**src/rtl/bin_pkg.sv**
```systemverilog
package bin_pkg;
  typedef enum logic [1:0] {TX_IDLE, TX_SEND, TX_WAIT} tx_state_e;

  // Fill count after an optional accepted byte
  function automatic int fill_next(int cnt, logic take);
    return cnt + (take ? 1 : 0);
  endfunction

  // True when index idx is the final byte of a packet of length len
  function automatic logic pkt_last(int idx, int len);
    return (idx + 1) == len;
  endfunction
endpackage

```
**src/rtl/bin_pktbuf.sv**
```systemverilog
module bin_pktbuf #(
  parameter int DW    = 8,
  parameter int DEPTH = 64,
  localparam int AW   = $clog2(DEPTH)
) (
  input  logic          clk,
  input  logic          we,
  input  logic          wsel,
  input  logic [AW-1:0] waddr,
  input  logic [DW-1:0] wdata,
  input  logic          rsel,
  input  logic [AW-1:0] raddr,
  output logic [DW-1:0] rdata
);
  logic [DW-1:0] bank_rd [2];

  for (genvar b = 0; b < 2; b++) begin : g_bank
    logic [DW-1:0] mem [DEPTH];
    always_ff @(posedge clk) begin
      if (we && (wsel == 1'(b))) mem[waddr] <= wdata;
    end
    assign bank_rd[b] = mem[raddr];
  end

  assign rdata = bank_rd[rsel];
endmodule

```
**src/rtl/bin_fill.sv**
```systemverilog
module bin_fill
  import bin_pkg::*;
#(
  parameter int DW     = 8,
  parameter int MAXPKT = 64,
  localparam int CW    = $clog2(MAXPKT + 1),
  localparam int AW    = $clog2(MAXPKT)
) (
  input  logic                 clk,
  input  logic                 rst_n,
  input  logic                 wr_en,
  input  logic [DW-1:0]        wr_data,
  input  logic                 commit,
  input  logic                 space,
  output logic                 mem_we,
  output logic                 mem_sel,
  output logic [AW-1:0]        mem_addr,
  output logic [DW-1:0]        mem_wdata,
  output logic                 cmt,
  output logic                 wbuf,
  output logic [1:0][CW-1:0]   len_q,
  output logic                 ovf
);
  logic [CW-1:0] fill_cnt;
  logic [CW-1:0] eff_len;
  logic          wr_take;

  assign wr_take   = wr_en && space;
  assign eff_len   = CW'(fill_next(int'(fill_cnt), wr_take));
  assign cmt       = space && (commit || (eff_len == CW'(MAXPKT)));
  assign mem_we    = wr_take;
  assign mem_sel   = wbuf;
  assign mem_addr  = fill_cnt[AW-1:0];
  assign mem_wdata = wr_data;

  always_ff @(posedge clk or negedge rst_n) begin
    if (!rst_n) begin
      fill_cnt <= '0;
      wbuf     <= 1'b0;
      ovf      <= 1'b0;
    end else begin
      if (wr_en && !space) ovf <= 1'b1;
      if (cmt) begin
        wbuf     <= ~wbuf;
        fill_cnt <= '0;
      end else if (wr_take) begin
        fill_cnt <= eff_len;
      end
    end
  end

  for (genvar b = 0; b < 2; b++) begin : g_len
    always_ff @(posedge clk or negedge rst_n) begin
      if (!rst_n)                        len_q[b] <= '0;
      else if (cmt && (wbuf == 1'(b)))   len_q[b] <= eff_len;
    end
  end
endmodule

```
**src/rtl/bin_txctl.sv**
```systemverilog
module bin_txctl
  import bin_pkg::*;
#(
  parameter int MAXPKT = 64,
  localparam int CW    = $clog2(MAXPKT + 1),
  localparam int AW    = $clog2(MAXPKT)
) (
  input  logic               clk,
  input  logic               rst_n,
  input  logic               in_token,
  input  logic               host_ack,
  input  logic               host_timeout,
  input  logic [1:0]         vld,
  input  logic [1:0][CW-1:0] len_q,
  output logic               rbuf,
  output logic [AW-1:0]      raddr,
  output logic               tx_valid,
  output logic               tx_last,
  output logic               tx_zlp,
  output logic               nack,
  output logic               rel,
  output logic               idle,
  output logic               rd_vld
);
  tx_state_e     state;
  logic [CW-1:0] rcnt;
  logic [CW-1:0] cur_len;

  assign cur_len  = len_q[rbuf];
  assign rd_vld   = vld[rbuf];
  assign idle     = (state == TX_IDLE);
  assign tx_valid = (state == TX_SEND);
  assign tx_last  = tx_valid && pkt_last(int'(rcnt), int'(cur_len));
  assign raddr    = rcnt[AW-1:0];
  assign rel      = (state == TX_WAIT) && host_ack;

  always_ff @(posedge clk or negedge rst_n) begin
    if (!rst_n) begin
      state  <= TX_IDLE;
      rcnt   <= '0;
      rbuf   <= 1'b0;
      tx_zlp <= 1'b0;
      nack   <= 1'b0;
    end else begin
      tx_zlp <= 1'b0;
      nack   <= 1'b0;
      unique case (state)
        TX_IDLE: if (in_token) begin
          if (!rd_vld) begin
            nack <= 1'b1;
          end else if (cur_len == '0) begin
            tx_zlp <= 1'b1;
            state  <= TX_WAIT;
          end else begin
            rcnt  <= '0;
            state <= TX_SEND;
          end
        end
        TX_SEND: begin
          if (tx_last) state <= TX_WAIT;
          else         rcnt  <= rcnt + CW'(1);
        end
        TX_WAIT: begin
          if (host_ack) begin
            rbuf  <= ~rbuf;
            state <= TX_IDLE;
          end else if (host_timeout) begin
            state <= TX_IDLE;
          end
        end
        default: state <= TX_IDLE;
      endcase
    end
  end
endmodule

```
**src/rtl/bulk_in_ep.sv**
```systemverilog
module bulk_in_ep #(
  parameter int DW     = 8,
  parameter int MAXPKT = 64,
  localparam int CW    = $clog2(MAXPKT + 1),
  localparam int AW    = $clog2(MAXPKT)
) (
  input  logic          clk,
  input  logic          rst_n,
  input  logic          wr_en,
  input  logic [DW-1:0] wr_data,
  input  logic          pkt_commit,
  input  logic          empty_clr,
  input  logic          empty_ie,
  input  logic          dma_en,
  input  logic          in_token,
  input  logic          host_ack,
  input  logic          host_timeout,
  output logic          tx_valid,
  output logic [DW-1:0] tx_data,
  output logic          tx_last,
  output logic          tx_zlp,
  output logic          nack,
  output logic          empty_flag,
  output logic          irq,
  output logic          dma_req,
  output logic          ovf_err
);
  logic [1:0]         vld;
  logic [1:0][CW-1:0] len_q;
  logic               space_w, cmt_w, rel_w, idle_w, rd_vld_w;
  logic               wbuf, rbuf;
  logic               mem_we, mem_sel;
  logic [AW-1:0]      mem_addr, raddr;
  logic [DW-1:0]      mem_wdata;

  assign space_w = !vld[wbuf];

  bin_fill #(.DW(DW), .MAXPKT(MAXPKT)) u_fill (
    .clk(clk), .rst_n(rst_n), .wr_en(wr_en), .wr_data(wr_data),
    .commit(pkt_commit), .space(space_w), .mem_we(mem_we),
    .mem_sel(mem_sel), .mem_addr(mem_addr), .mem_wdata(mem_wdata),
    .cmt(cmt_w), .wbuf(wbuf), .len_q(len_q), .ovf(ovf_err)
  );

  bin_pktbuf #(.DW(DW), .DEPTH(MAXPKT)) u_buf (
    .clk(clk), .we(mem_we), .wsel(mem_sel), .waddr(mem_addr),
    .wdata(mem_wdata), .rsel(rbuf), .raddr(raddr), .rdata(tx_data)
  );

  bin_txctl #(.MAXPKT(MAXPKT)) u_tx (
    .clk(clk), .rst_n(rst_n), .in_token(in_token), .host_ack(host_ack),
    .host_timeout(host_timeout), .vld(vld), .len_q(len_q), .rbuf(rbuf),
    .raddr(raddr), .tx_valid(tx_valid), .tx_last(tx_last),
    .tx_zlp(tx_zlp), .nack(nack), .rel(rel_w), .idle(idle_w),
    .rd_vld(rd_vld_w)
  );

  for (genvar b = 0; b < 2; b++) begin : g_vld
    always_ff @(posedge clk or negedge rst_n) begin
      if (!rst_n) vld[b] <= 1'b0;
      else        vld[b] <= (vld[b] && !(rel_w && (rbuf == 1'(b))))
                            || (cmt_w && (wbuf == 1'(b)));
    end
  end

  always_ff @(posedge clk or negedge rst_n) begin
    if (!rst_n)         empty_flag <= 1'b1;
    else if (rel_w)     empty_flag <= 1'b1;
    else if (empty_clr) empty_flag <= 1'b0;
  end

  assign irq     = empty_flag && empty_ie;
  assign dma_req = dma_en && space_w;
endmodule

```
**config.mk**
```make
export PLATFORM = sky130hd
export DESIGN_NAME = bulk_in_ep
export DESIGN_NICKNAME = d
export VERILOG_FILES = /design/src/rtl/bin_pkg.sv /design/src/rtl/bin_pktbuf.sv /design/src/rtl/bin_fill.sv /design/src/rtl/bin_txctl.sv /design/src/rtl/bulk_in_ep.sv
export SDC_FILE = /design/constraint.sdc
export NUM_CORES = 1
export LEC_CHECK = 0
export BUFFER_PORTS_ARGS = -buffer_cell sky130_fd_sc_hd__buf_2
export CAP_MARGIN = 20
export CORE_AREA = 2 2 308 463
export DETAILED_ROUTE_END_ITERATION = 6
export DIE_AREA = 0 0 310 465
export HOLD_SLACK_MARGIN = 0.15
export PLACE_DENSITY_LB_ADDON = 0.12
export SLEW_MARGIN = 20
export SYNTH_ARGS = -nofsm -noshare
export SYNTH_HDL_FRONTEND = slang
export SYNTH_SLANG_ARGS = --single-unit
```
**constraint.sdc**
```tcl
create_clock -name clk -period 6.8 [get_ports clk]
set_clock_uncertainty 0.2 [all_clocks]
set_input_delay 1.36 -clock clk [delete_from_list [all_inputs] [get_ports clk]]
set_output_delay 1.36 -clock clk [all_outputs]
set_load 0.005 [all_outputs]
```
# --- Word level (Yosys, flattened, before mapping) ---
# Memory sizes are Yosys's and may differ from the RTL's.
# Cells that the tools add are included.
# Widths: inputs -> output; s select.
classes:
  add_sub_neg: 3
  mul: 0
  div_mod_pow: 0
  order_cmp: 3
  n_eq_ne: 10
  n_shift: 0
  n_mux: 37
  bitwise: 3
  reduce_logical: 29
ops:
  columns: ["operator", "count"]
  rows:
  - ["$mux 7", 8]
  - ["$eq 32x8->1", 1]
  - ["$mux 8", 3]
  - ["$mux 1", 18]
  - ["$logic_and 1x1->1", 15]
  - ["$pmux 7 s2", 1]
  - ["$mux 2", 6]
  - ["$add 7x1->8 const B", 1]
  - ["$ne 2x2->1 const B", 4]
  - ["$add 7x1->7 const B", 1]
  - ["$add 7x7->7", 1]
  - ["$eq 7x7->1 const B", 1]
  - ["$logic_not 7->1", 1]
  - ["$pmux 2 s3", 1]
  - ["$reduce_bool 2->1", 3]
  - ["$reduce_and 5->1", 1]
  - ["$lt 1x2->1 const B", 2]
  - ["$reduce_and 4->1", 1]
  - ["$logic_not 1->1", 3]
  - ["$logic_or 1x1->1", 3]
  - ["$ne 3x3->1 const B", 1]
  - ["$eq 2x1->1 const B", 1]
  - ["$eq 2x2->1 const B", 1]
  - ["$ge 2x2->1 const B", 1]
  - ["5 further kinds", 6]
totals:
  ff_bits: 38
  latchBits: 0
  ram_bits: 1024
  mem_bits_ro: 0
  inputBits: 18
  out_inout_bits: 16
  word_cells: 100
  mem_count: 2
memory_table:
  columns: ["memory", "words", "word_bits", "rd", "rd_ports_with_merged_regs", "write_ports", "line_no", "source"]
  rows:
  - ["u_buf.g_bank[0].mem", 64, 8, 1, 0, 1, "bin_pktbuf.sv:18", "logic [DW-1:0] mem [DEPTH];"]
  - ["u_buf.g_bank[1].mem", 64, 8, 1, 0, 1, "bin_pktbuf.sv:18", null]

# --- Longest topological paths before layout ---
logic_depth:
  depth_word: 11
  mapped_depth: 12
  mapped_depth_nobuf: 11

# --- Hierarchy ---
# Synthesis repeated with hierarchy kept, for this count alone.
unflattened:
  cells_unflattened: 1863
  hier_area_um2: 41947.7
by_module_without_submodules:
  columns: ["module", "instances", "cells_per_inst", "area_per_inst_um2", "seq_area_each_um2"]
  rows:
  - ["bin_pktbuf", 1, 1634, 39542.9, 30749.5]
  - ["bin_fill", 1, 107, 1268.7, 575.6]
  - ["bin_txctl", 1, 109, 993.5, 300.3]
  - ["bulk_in_ep", 1, 13, 142.6, 76.3]

# --- Worst setup path after synthesis ---
# Ideal clock, no wire load.
synth_timing:
  path_type: "reg2out"
  start: "reg u_tx.rcnt[0]"
  end: "out tx_data[6]"
  arrival_time_ns: 2.139
  required_ns: 5.240
  path_slack_ns: 3.101
  stages_incl_launch_ff: 10
  path_buffers: 4
  path_cell_list: "dfrtp_1 -> buf_2 -> buf_6 -> buf_2 -> buf_4 -> mux4_2 -> mux2i_1 -> o221ai_1 -> a21oi_1 -> a22oi_1"
synth_via:
  elab_chain_len: 4
  elab_cells_between_ends: 5
  classes_between: "mux: 3; memory: 2"
synth_lines:
  columns: ["element", "line_no", "source"]
  rows:
  - ["from (decl)", "bin_txctl.sv:26", "logic [CW-1:0] rcnt;"]
  - ["from (signal assigned)", "bin_txctl.sv:61", "else rcnt <= rcnt + CW'(1);"]
  - ["$mem_v2 64x8", null, null]
  - ["$mux 8 (implied by the code) * (3 in series)", "bin_pktbuf.sv:25", "assign rdata = bank_rd[rsel];"]
  - ["to (decl)", "bulk_in_ep.sv:19", "output logic [DW-1:0] tx_data,"]
# Mark *: on every way between the ends. The rest lies on a longest branch, timed or not. The select of a mux whose other input is x is not followed.

# --- Worst setup path after layout ---
# Same ends and word-level chain as after synthesis.

==> results.md <==
* Crit-path cells: buf_4, mux4_2, mux2i_1, a221oi_1, o21ai_0, a22oi_1, buf_2
* Final setup vio count at 0
* Net count after synthesis at 1975
* Synthesized instance count at 1954
* Via-to-Cell Ratio at 4.86
* Die X at 310 um
* Fmax at 0.165 GHz
* Setup TNS at 0 ns
* Vias in the first global route at 20892
* Design Power at 0.0171 W
* Iter 0 DRT Violations at 1745
* Final nets at 2054
* # fillers at 13296
* Congestion Overflow GR at 0
* CTS Hold Bufs at 0
* Register area share after synthesis at 75.8%
* Share of cells above drive strength 1 at 26.7%
* Total GRT Usage at 15.6%
* Critical path buffers and inverters at 2
* Post-Route WL at 111000 um
* Core ar. at 0.140 mm2
* Largest net degree at the start of global routing at 100
* Max-slew violations at 0
* Bufs on Longest Clock Path at 3
* Top-area cell type share of the netlist area at 73.5%
* CTS tree: done
* H-tree depth at 3
* Max Cap Viol at 0
* Worst skew pair latency at 0.71 ns
* Delay-heaviest family, CP: compound AO/OA/AOI/OAI gates
* Slew at the pin closest to its max-slew limit at 1.10 ns
* Drc violations at 0
* CP max FO at 28
* Data arrival, critical path at 4.49 ns
* Syn Std Cell Area at 0.0418 mm2
* RSZ-0062 raised after global routing: no
* Num CTS Buffers at 100
* Syn-to-layout area delta at 13.8%
* Num Clock Sinks at 1062
* Post-synthesis async set-or-reset flop share at 3.58%
* Post-synth top area cell: edfxtp_1
* Wire per inst at 27.7 um
* WP data required at 5.24 ns
* Syn avg cell area at 21.4 um2
* Post-CTS Setup Repair Bufs at 0
* DRT antenna net count at 0
* FF+latch area at 0.0317 mm2
* HP Class: reg -> reg
* PwrDens at 360 mW/mm2
* Multi-input gate area at 0.00952 mm2
* Post-CTS sizing at 0
* First-pass GRT wire length at 160000 um
* Final Hold Fails at 0
* Worst Setup End Kind: output port
* Period utilisation layout at 88.9%
* Port Buffers at 33
* Post-layout min period at 6.05 ns
* Root buf cell: clkbuf_16
* I/O pins at 34
* Number of enable flip-flop cells after synthesis at 1024
* Post-synthesis cell type count at 57
* DIE AREA at 0.144 mm2
* Clk slew on worst S/H paths at 0.06 ns
* Maximum vdd ir drop at 0.197 mV
* Final design utilization at 33.9%
* Crit Path Class: reg -> out
* Most frequent cell after synthesis: edfxtp_1
* Seq cells post-synth at 1062
* Status: completed
* Row count at 169
* Initial antenna violation count at 4
* Die H at 465 um
* Area contributors post-synth: edfxtp_1 73%, mux4_2 16%, dfrtp_1 2.2%
* CP max stage delay at 0.92 ns
* Ys Warns at 0
* Synth Flop Type: edfxtp_1
* Detailed placement HPWL at 69100 um
* Slew headroom at 26.7%
* Flop2flop setup slack at 2.54 ns
* Placer congestion estimate at 0.756
* Worst path slowest cell: dfrtp_4
* Commonest cells post-synth: 1024 x edfxtp_1, 289 x mux4_2, 162 x nor2_1
* Leakage power at 14.4 nW
* Via count at 19428
* Detailed Routing Iterations Pass 1 at 5
* Worst setup SP type: register
* Starting Density at 29.8%
[layer usage]
metal | GRT usage, % | routed length (um) | vias to the layer above
met5 | 0 | 0 | -
met4 | 4.64 | 2520 | 0
met3 | 1.94 | 3990 | 127
met2 | 27.9 | 59300 | 416
met1 | 19.7 | 45200 | 10620
li1 | - | - | 8265
[layout by cell type, fill, tap and decap left out, drive strengths merged, types with 3 or more instances in the layout]
cell type / instances
edfxtp: 1024
mux4: 289
nor2: 162
clkbuf: 126
buf: 85
mux2i: 65
clkinv: 42
nand2: 37
dfrtp: 37
inv: 24
a21oi: 21
mux2: 20
nand3: 18
xor2: 14
o21ai: 13
nor2b: 11
o22ai: 9
bufinv: 9
a211oi: 8
a22oi: 8
xnor2: 8
nand2b: 7
a221oi: 7
o221ai: 7
nand3b: 7
or3b: 4
or3: 4
nor3: 4
and2: 4
nand4: 3
and3: 3
a22o: 3
ha: 3
clkinvlp: 3
[through the flow]
stage	area (um2)	worst slack (ns)	cells	hold WS, ns
floorplan	41800	3.10	1954	0.251
global placement	44300	1.20	3810	0.269
detailed placement	44300	1.25	3810	0.288
CTS	47600	0.458	3995	0.298
global route	47600	0.535	3998	0.317
finish	47600	0.752	3999	0.291
[final cells by class]
class	instances	share of cell area, %
Timing Repair Buffer	85	1.51
Clock inverter	59	1.25
Tap cell	1881	4.94
Antenna cell	2	0.0105
Multi-Input combinational cell	765	20.0
Sequential cell	1062	66.6
Inverter	19	0.150
Clock buffer	126	5.52
[registers in the layout (all words and copies together) (netlist names), 2 cells and up]
| register | flops |
|---|---|
| u_fill.len_q | 14 |
| u_tx.rcnt | 7 |
| u_buf.g_bank.mem | 1024 |
| vld | 2 |
| u_fill.fill_cnt | 7 |
| u_tx.state | 2 |
[cells by family after synthesis]
group           after synthesis  share of synthesized area [%]
compound gates               93                           1.54
xor+xnor                     22                          0.461
fa+ha+maj                     3                         0.0897
buf+inv                     127                           1.54
flops                      1062                           75.8
mux                         374                           17.7
simple gates                273                           2.93
[where the power goes]
part           switching (W)  leakage (nW)  internal [W]
Combinational        0.00213          3.18       0.00187
Clock                0.00250          1.57       0.00310
Sequential          0.000275          9.70       0.00724
[final timing paths]
| path | from | to | depth (start not counted) |
|---|---|---|---|
| max | u_tx.rcnt[0]$_DFFE_PN0P_ | tx_data[6] | 7 |
| min | empty_flag$_DFFE_PN1P_ | empty_flag$_DFFE_PN1P_ | 2 |
| max reg2reg | u_fill.mem_sel$_DFFE_PN0P_ | u_fill.len_q[0]$_DFFE_PN0P_ | 10 |
| min reg2reg | empty_flag$_DFFE_PN1P_ | empty_flag$_DFFE_PN1P_ | 2 |
| max in group asynchronous | rst_n | u_tx.rcnt[2]$_DFFE_PN0P_ | 1 |
| min in group asynchronous | rst_n | u_tx.nack$_DFF_PN0_ | 1 |
[worst register-to-register path: cells and delay by family, from the launching register on]
family	cells	cell delay, ns
AOI/OAI and AO/OA	1	0.26
xor gates and xnor gates	1	0.35
adders and majority gates	1	0.25
buffers and inverters	1	0.20
DFF	1	0.46
muxes	2	1.07
and+or+nand+nor	4	1.35
(Power assumes the default switching activity.)
